--- config.mk ---
export PLATFORM = sky130hd
export DESIGN_NAME = fsb_sram_top
export DESIGN_NICKNAME = d
export VERILOG_FILES = /design/src/rtl/fsb_pkg.sv /design/src/rtl/fsb_burst_addr.sv /design/src/rtl/fsb_ctrl.sv /design/src/rtl/fsb_lane_mem.sv /design/src/rtl/fsb_sram_top.sv
export SDC_FILE = /design/constraint.sdc
export NUM_CORES = 2
export LEC_CHECK = 0
export BUFFER_PORTS_ARGS = -buffer_cell sky130_fd_sc_hd__buf_4
export CAP_MARGIN = 20
export CORE_ASPECT_RATIO = 0.5
export CORE_MARGIN = 8
export CORE_UTILIZATION = 38
export CTS_CLUSTER_SIZE = 8
export DETAILED_ROUTE_END_ITERATION = 8
export GPL_ROUTABILITY_DRIVEN = 0
export PLACE_DENSITY = 0.52
export SKIP_CTS_REPAIR_TIMING = 1
export SLEW_MARGIN = 0
export SYNTH_ARGS = -nofsm -noshare
export SYNTH_HDL_FRONTEND = slang
export SYNTH_HIERARCHICAL = 1
export SYNTH_SLANG_ARGS = --single-unit
export TNS_END_PERCENT = 20
--- constraint.sdc ---
create_clock -name clk -period 6.4 [get_ports clk]
set_clock_uncertainty 0.1 [all_clocks]
set_input_delay 0.32 -clock clk [delete_from_list [all_inputs] [get_ports clk]]
set_output_delay 0.32 -clock clk [all_outputs]
set_load 0.02 [all_outputs]
--- src/rtl/fsb_pkg.sv ---
package fsb_pkg;
  typedef enum logic [1:0] {
    CMD_IDLE = 2'd0,
    CMD_LOAD = 2'd1,
    CMD_STEP = 2'd2,
    CMD_HOLD = 2'd3
  } addr_cmd_e;
endpackage

--- src/rtl/fsb_burst_addr.sv ---
module fsb_burst_addr
  import fsb_pkg::*;
#(
  parameter int ADDR_W = 6
) (
  input  logic              clk,
  input  logic              rst_n,
  input  logic              en,
  input  addr_cmd_e         cmd,
  input  logic [ADDR_W-1:0] ext_addr,
  input  logic              linear,
  output logic [ADDR_W-1:0] acc_addr,
  output logic [ADDR_W-1:0] q_addr
);
  logic [ADDR_W-1:0] base_q, base_d;
  logic [1:0]        cnt_q, cnt_d;

  function automatic logic [ADDR_W-1:0] beat_addr(input logic [ADDR_W-1:0] b,
                                                  input logic [1:0] c,
                                                  input logic lin);
    logic [1:0] lo;
    lo = lin ? (b[1:0] + c) : (b[1:0] ^ c);
    return {b[ADDR_W-1:2], lo};
  endfunction

  always_comb begin
    base_d = base_q;
    cnt_d  = cnt_q;
    case (cmd)
      CMD_LOAD: begin
        base_d = ext_addr;
        cnt_d  = 2'd0;
      end
      CMD_STEP: cnt_d = cnt_q + 2'd1;
      default: ;
    endcase
  end

  assign acc_addr = beat_addr(base_d, cnt_d, linear);
  assign q_addr   = beat_addr(base_q, cnt_q, linear);

  always_ff @(posedge clk or negedge rst_n) begin
    if (!rst_n) begin
      base_q <= '0;
      cnt_q  <= 2'd0;
    end else if (en) begin
      base_q <= base_d;
      cnt_q  <= cnt_d;
    end
  end


  step_adv_chk: assert property (@(posedge clk) disable iff (!rst_n)
    (en && cmd == CMD_STEP) |=> (cnt_q == $past(cnt_q) + 2'd1));


  load_addr_chk: assert property (@(posedge clk) disable iff (!rst_n)
    (en && cmd == CMD_LOAD) |=> (q_addr == $past(ext_addr)));
endmodule

--- src/rtl/fsb_ctrl.sv ---
module fsb_ctrl
  import fsb_pkg::*;
#(
  parameter int LANES = 4
) (
  input  logic             clk,
  input  logic             rst_n,
  input  logic             ce0_n,
  input  logic             ce1,
  input  logic             ce2_n,
  input  logic             ld_cpu_n,
  input  logic             ld_ctl_n,
  input  logic             step_n,
  input  logic             wr_all_n,
  input  logic             wr_lane_n,
  input  logic [LANES-1:0] lane_n,
  input  logic             sleep,
  output addr_cmd_e        cmd,
  output logic [LANES-1:0] lane_we,
  output logic             active_q,
  output logic             rd_q
);
  logic             sel;
  logic [LANES-1:0] wr_mask;
  logic             is_wr;
  logic             active_d, rd_d;
  addr_cmd_e        cmd_raw;
  logic [LANES-1:0] we_raw;

  assign sel = !ce0_n && ce1 && !ce2_n;

  always_comb begin
    if (!wr_all_n)       wr_mask = {LANES{1'b1}};
    else if (!wr_lane_n) wr_mask = ~lane_n;
    else                 wr_mask = '0;
  end
  assign is_wr = |wr_mask;

  always_comb begin
    cmd_raw  = CMD_IDLE;
    active_d = active_q;
    rd_d     = rd_q;
    we_raw   = '0;
    if (!ld_ctl_n) begin
      if (sel) begin
        cmd_raw  = CMD_LOAD;
        active_d = 1'b1;
        rd_d     = !is_wr;
        we_raw   = wr_mask;
      end else begin
        active_d = 1'b0;
        rd_d     = 1'b0;
      end
    end else if (!ld_cpu_n && !ce0_n) begin
      if (sel) begin
        cmd_raw  = CMD_LOAD;
        active_d = 1'b1;
        rd_d     = 1'b1;
      end else begin
        active_d = 1'b0;
        rd_d     = 1'b0;
      end
    end else if (active_q) begin
      cmd_raw = step_n ? CMD_HOLD : CMD_STEP;
      rd_d    = !is_wr;
      we_raw  = wr_mask;
    end
  end

  assign cmd     = sleep ? CMD_IDLE : cmd_raw;
  assign lane_we = sleep ? '0 : we_raw;

  always_ff @(posedge clk or negedge rst_n) begin
    if (!rst_n) begin
      active_q <= 1'b0;
      rd_q     <= 1'b0;
    end else if (!sleep) begin
      active_q <= active_d;
      rd_q     <= rd_d;
    end
  end


  sleep_freeze_chk: assert property (@(posedge clk) disable iff (!rst_n)
    sleep |=> ($stable(active_q) && $stable(rd_q)));
endmodule

--- src/rtl/fsb_lane_mem.sv ---
module fsb_lane_mem #(
  parameter int ADDR_W = 6,
  parameter int LANE_W = 8
) (
  input  logic              clk,
  input  logic              we,
  input  logic [ADDR_W-1:0] waddr,
  input  logic [LANE_W-1:0] wdata,
  input  logic [ADDR_W-1:0] raddr,
  output logic [LANE_W-1:0] rdata
);
  localparam int DEPTH = 1 << ADDR_W;

  logic [LANE_W-1:0] cells [DEPTH];

  always_ff @(posedge clk) begin
    if (we) cells[waddr] <= wdata;
  end

  assign rdata = cells[raddr];
endmodule

--- src/rtl/fsb_sram_top.sv ---
module fsb_sram_top
  import fsb_pkg::*;
#(
  parameter int ADDR_W = 6,
  parameter int LANES  = 4,
  parameter int LANE_W = 8
) (
  input  logic                    clk,
  input  logic                    rst_n,
  input  logic [ADDR_W-1:0]       addr,
  input  logic                    ce0_n,
  input  logic                    ce1,
  input  logic                    ce2_n,
  input  logic                    ld_cpu_n,
  input  logic                    ld_ctl_n,
  input  logic                    step_n,
  input  logic                    seq_linear,
  input  logic                    wr_all_n,
  input  logic                    wr_lane_n,
  input  logic [LANES-1:0]        lane_n,
  input  logic [LANES*LANE_W-1:0] wdata,
  input  logic                    out_en_n,
  input  logic                    sleep,
  output logic [LANES*LANE_W-1:0] rdata,
  output logic                    rvalid
);
  localparam int DATA_W = LANES * LANE_W;

  addr_cmd_e         cmd;
  logic [LANES-1:0]  lane_we;
  logic              active_q, rd_q;
  logic [ADDR_W-1:0] acc_addr, q_addr;
  logic [DATA_W-1:0] word;
  logic              sel_seen;

  fsb_ctrl #(.LANES(LANES)) ctrl_i (
    .clk(clk), .rst_n(rst_n),
    .ce0_n(ce0_n), .ce1(ce1), .ce2_n(ce2_n),
    .ld_cpu_n(ld_cpu_n), .ld_ctl_n(ld_ctl_n), .step_n(step_n),
    .wr_all_n(wr_all_n), .wr_lane_n(wr_lane_n), .lane_n(lane_n),
    .sleep(sleep), .cmd(cmd), .lane_we(lane_we),
    .active_q(active_q), .rd_q(rd_q)
  );

  fsb_burst_addr #(.ADDR_W(ADDR_W)) addr_i (
    .clk(clk), .rst_n(rst_n), .en(!sleep), .cmd(cmd),
    .ext_addr(addr), .linear(seq_linear),
    .acc_addr(acc_addr), .q_addr(q_addr)
  );

  for (genvar g = 0; g < LANES; g++) begin : g_lane
    fsb_lane_mem #(.ADDR_W(ADDR_W), .LANE_W(LANE_W)) mem_i (
      .clk(clk),
      .we(lane_we[g]),
      .waddr(acc_addr),
      .wdata(wdata[g*LANE_W +: LANE_W]),
      .raddr(q_addr),
      .rdata(word[g*LANE_W +: LANE_W])
    );
  end

  assign rvalid = active_q && rd_q && !out_en_n && !sleep;
  assign rdata  = rvalid ? word : '0;

  assign sel_seen = !ce0_n && ce1 && !ce2_n;


  global_wr_chk: assert property (@(posedge clk) disable iff (!rst_n)
    (!sleep && !ld_ctl_n && sel_seen && !wr_all_n) |-> (lane_we == {LANES{1'b1}}));


  cpu_no_wr_chk: assert property (@(posedge clk) disable iff (!rst_n)
    (!ld_cpu_n && ld_ctl_n && !ce0_n) |-> (lane_we == '0));


  no_wr_req_chk: assert property (@(posedge clk) disable iff (!rst_n)
    (wr_all_n && wr_lane_n) |-> (lane_we == '0));
endmodule

==> flow_metrics.tcl <==
set metrics [dict create \
    status "finished with violations" \
    violations "negative hold slack" \
    ios 88 \
    yosysMostFrequentCell "edfxtp_1" \
    initial_core_util_pct 38.1 \
    grt_pass1_wl_um 294000 \
    synth_top_area_share_pct 75.8 \
    fin_crit_ns 5.30 \
    syn_avg_cell_area_um2 21.1 \
    crit_chain "ha_4 > buf_4 > mux4_2 > mux4_2 > nor2_1 > nor3_1 > o2bb2ai_1 > and2_2 > buf_4" \
    grt_max_degree 77 \
    cts_tree "built" \
    worstHoldPathType "in2reg" \
    dr.pass1.iters 7 \
    antenna_found_initial 3 \
    path_max_fanout 43 \
    fp.dieArea_um2 229000 \
    synthTopCellsByCount "2048 x edfxtp_1, 504 x mux4_2, 338 x nor2_1" \
    dp_hpwl_um 118000 \
    clk_latency_ns 0.79 \
    synth_async_sr_flop_share_pct 0.486 \
    n_fill_cell 18100 \
    post_drt_wl_per_cell_um 28.9 \
    synth_seq_area_share_pct 76.1 \
    cp_slowest_cell "ha_4" \
    crit_required_ns 5.98 \
    synth_area_um2 81100 \
    worstSetupPathType "reg2out" \
    overflow 0 \
    cts_root_buffer "clkbuf_16" \
    syn_to_final_growth_pct 14.2 \
    fmax_mhz 189 \
    ant_nets 0 \
    htreeDepth 5 \
    drt-initial-drc-count 3997 \
    synth-seq-cells 2058 \
    synth_nets 3912 \
    drc 0 \
    p_per_area_nw_per_um2 429 \
    drv_slew 0 \
    drt_wl_total_um 202000 \
    synth_top_cells_by_area "edfxtp_1 76%, mux4_2 14%, nor2_1 1.6%" \
    endpoint_kind "output port" \
    max-slew-margin-rel_pct 30.1 \
    postLayoutCoreUtil_pct 43.5 \
    peakVddDrop_mv 0.292 \
    cts_sinks 2058 \
    postSynthCellCount 3852 \
    setup_viol 0 \
    layout-drive-gt1-share_pct 25.9 \
    hold_viol 5 \
    die_h_um 343 \
    cts_buffers 299 \
    dieWidth_um 670 \
    port-buffer-count 87 \
    rows 120 \
    start_kind "register" \
    crit_arrival_ns 4.88 \
    vias 39400 \
    post-route-period-util_pct 82.8 \
    synth_edf_count 2048 \
    critPathMaxStageDelay_ns 0.83 \
    first_global_vias 40800 \
    fin_hold_ws_ns -0.00568 \
    tns_ns 0 \
    final_nets 4162 \
    track_usage_pct 17.2 \
    ys.warnings.count 6 \
    synth_top_area_cell "edfxtp_1" \
    synth_cell_type_count 54 \
    routed_via_density 5.64 \
    fp.coreArea_um2 213000 \
    cap_violations 0 \
    clkTransAtPathRegs_ns 0.05 \
    rsz0062_at_grt "false" \
    clockBufferDepth 4 \
    worstMarginPinSlew_ns 1.04 \
    diodes 0 \
    leakage_uw 0.0283 \
    synth-main-ff-cell "edfxtp_1" \
]
==> layout make-up <==
type | instances | area [µm²] | share of cell area, %
sequential | 2058 | 61800 | 66.7
multi-input combinational | 1572 | 18000 | 19.5
clock buffer | 313 | 7680 | 8.29
tap | 2867 | 3590 | 3.87
timing repair buffer | 166 | 1420 | 1.53
clock inverter | 14 | 156 | 0.169
inverter | 5 | 18.8 | 0.0203
==> final timing paths <==
| path | slack (ns) | startpoint | depth (start not counted) | endpoint |
|---|---|---|---|---|
| worst max-delay path | 1.10 | addr_i/cnt_q[0] | 9 | rdata[0] |
| worst min-delay path | -0.006 | wdata[21] | 1 | g_lane[2].mem_i/cells[17][5] |
| worst max register to register | 1.40 | ctrl_i/active_q | 14 | g_lane[3].mem_i/cells[59][0] |
| worst min register to register | 0.46 | addr_i/base_q[1] | 1 | addr_i/base_q[1] |
| max in group asynchronous | 5.27 | rst_n | 3 | addr_i/base_q[2] |
| min in group asynchronous | 0.51 | rst_n | 3 | addr_i/base_q[3] |
==> critical path: cells and delay by family, from the launching register on <==
kind / cells / cell delay, ns
AOI/OAI and AO/OA: 1 / 0.22
adders and majority gates: 1 / 0.83
buffers and inverters: 2 / 0.88
DFF: 1 / 0.43
muxes: 2 / 1.20
and+or+nand+nor: 3 / 0.45
==> cells in the final DEF, fill, tap and decap left out, types with 13 or more instances in the layout <==
master / n
a211oi_1: 16
a21oi_1: 15
a221oi_1: 25
and2_1: 24
buf_4: 139
clkbuf_16: 306
edfxtp_1: 2048
mux2_2: 55
mux2i_1: 93
mux4_2: 504
nand2_1: 84
nand2b_1: 30
nand3_1: 54
nor2_1: 338
nor2b_1: 56
nor3_1: 29
o21a_1: 13
o21ai_0: 13
o221ai_1: 33
o22ai_1: 32
o2bb2ai_1: 13
==> through the flow <==
stage	worst slack (ns)	power [µW]	instance area [µm²]	std cells
2_1_floorplan	2.57	23100	81100	3852
3_3_place_gp	1.12	26400	84700	6652
3_5_place_dp	1.11	26400	84700	6653
4_1_cts	0.964	40200	92500	6980
5_1_grt	0.868	41200	92700	6995
6_report	1.10	39700	92700	6995
==> report_power, final <==
| group | leakage, µW | total (µW) | internal (µW) | switching, µW |
|---|---|---|---|---|
| combinational | 0.00597 | 10900 | 4760 | 6130 |
| sequential | 0.0185 | 15200 | 14900 | 285 |
| clock | 0.00385 | 13600 | 8380 | 5250 |
| total | 0.0283 | 39700 | 28000 | 11700 |
==> metal layers <==
layer / global-route usage, % / vias up / share of wire, %
met4: 4.32 / 0 / 2.2
li1: - / 16400 / -
met2: 27.4 / 1430 / 47
met5: 0 / - / 0
met1: 24.6 / 21300 / 44
met3: 3.08 / 305 / 6.3
==> sequential cells by signal (all words and copies together), names as in the netlist <==
signal	cells
g_lane.mem_i/cells	2048
addr_i/base_q	6
addr_i/cnt_q	2
ctrl_i/active_q	1
ctrl_i/rd_q	1
==> cell families (layout without fill, tap and decap cells) <==
family	count (synthesis)	in the layout	synth area share, %
DFF	2058	2058	76.1
and+or+nand+nor	668	668	3.79
muxes	660	660	16.0
AOI/OAI and AO/OA	235	235	2.23
buffers and inverters	222	498	1.71
adders and majority gates	5	5	0.0771
xor gates and xnor gates	4	4	0.0432
Power figures use the tool's default switching activity.
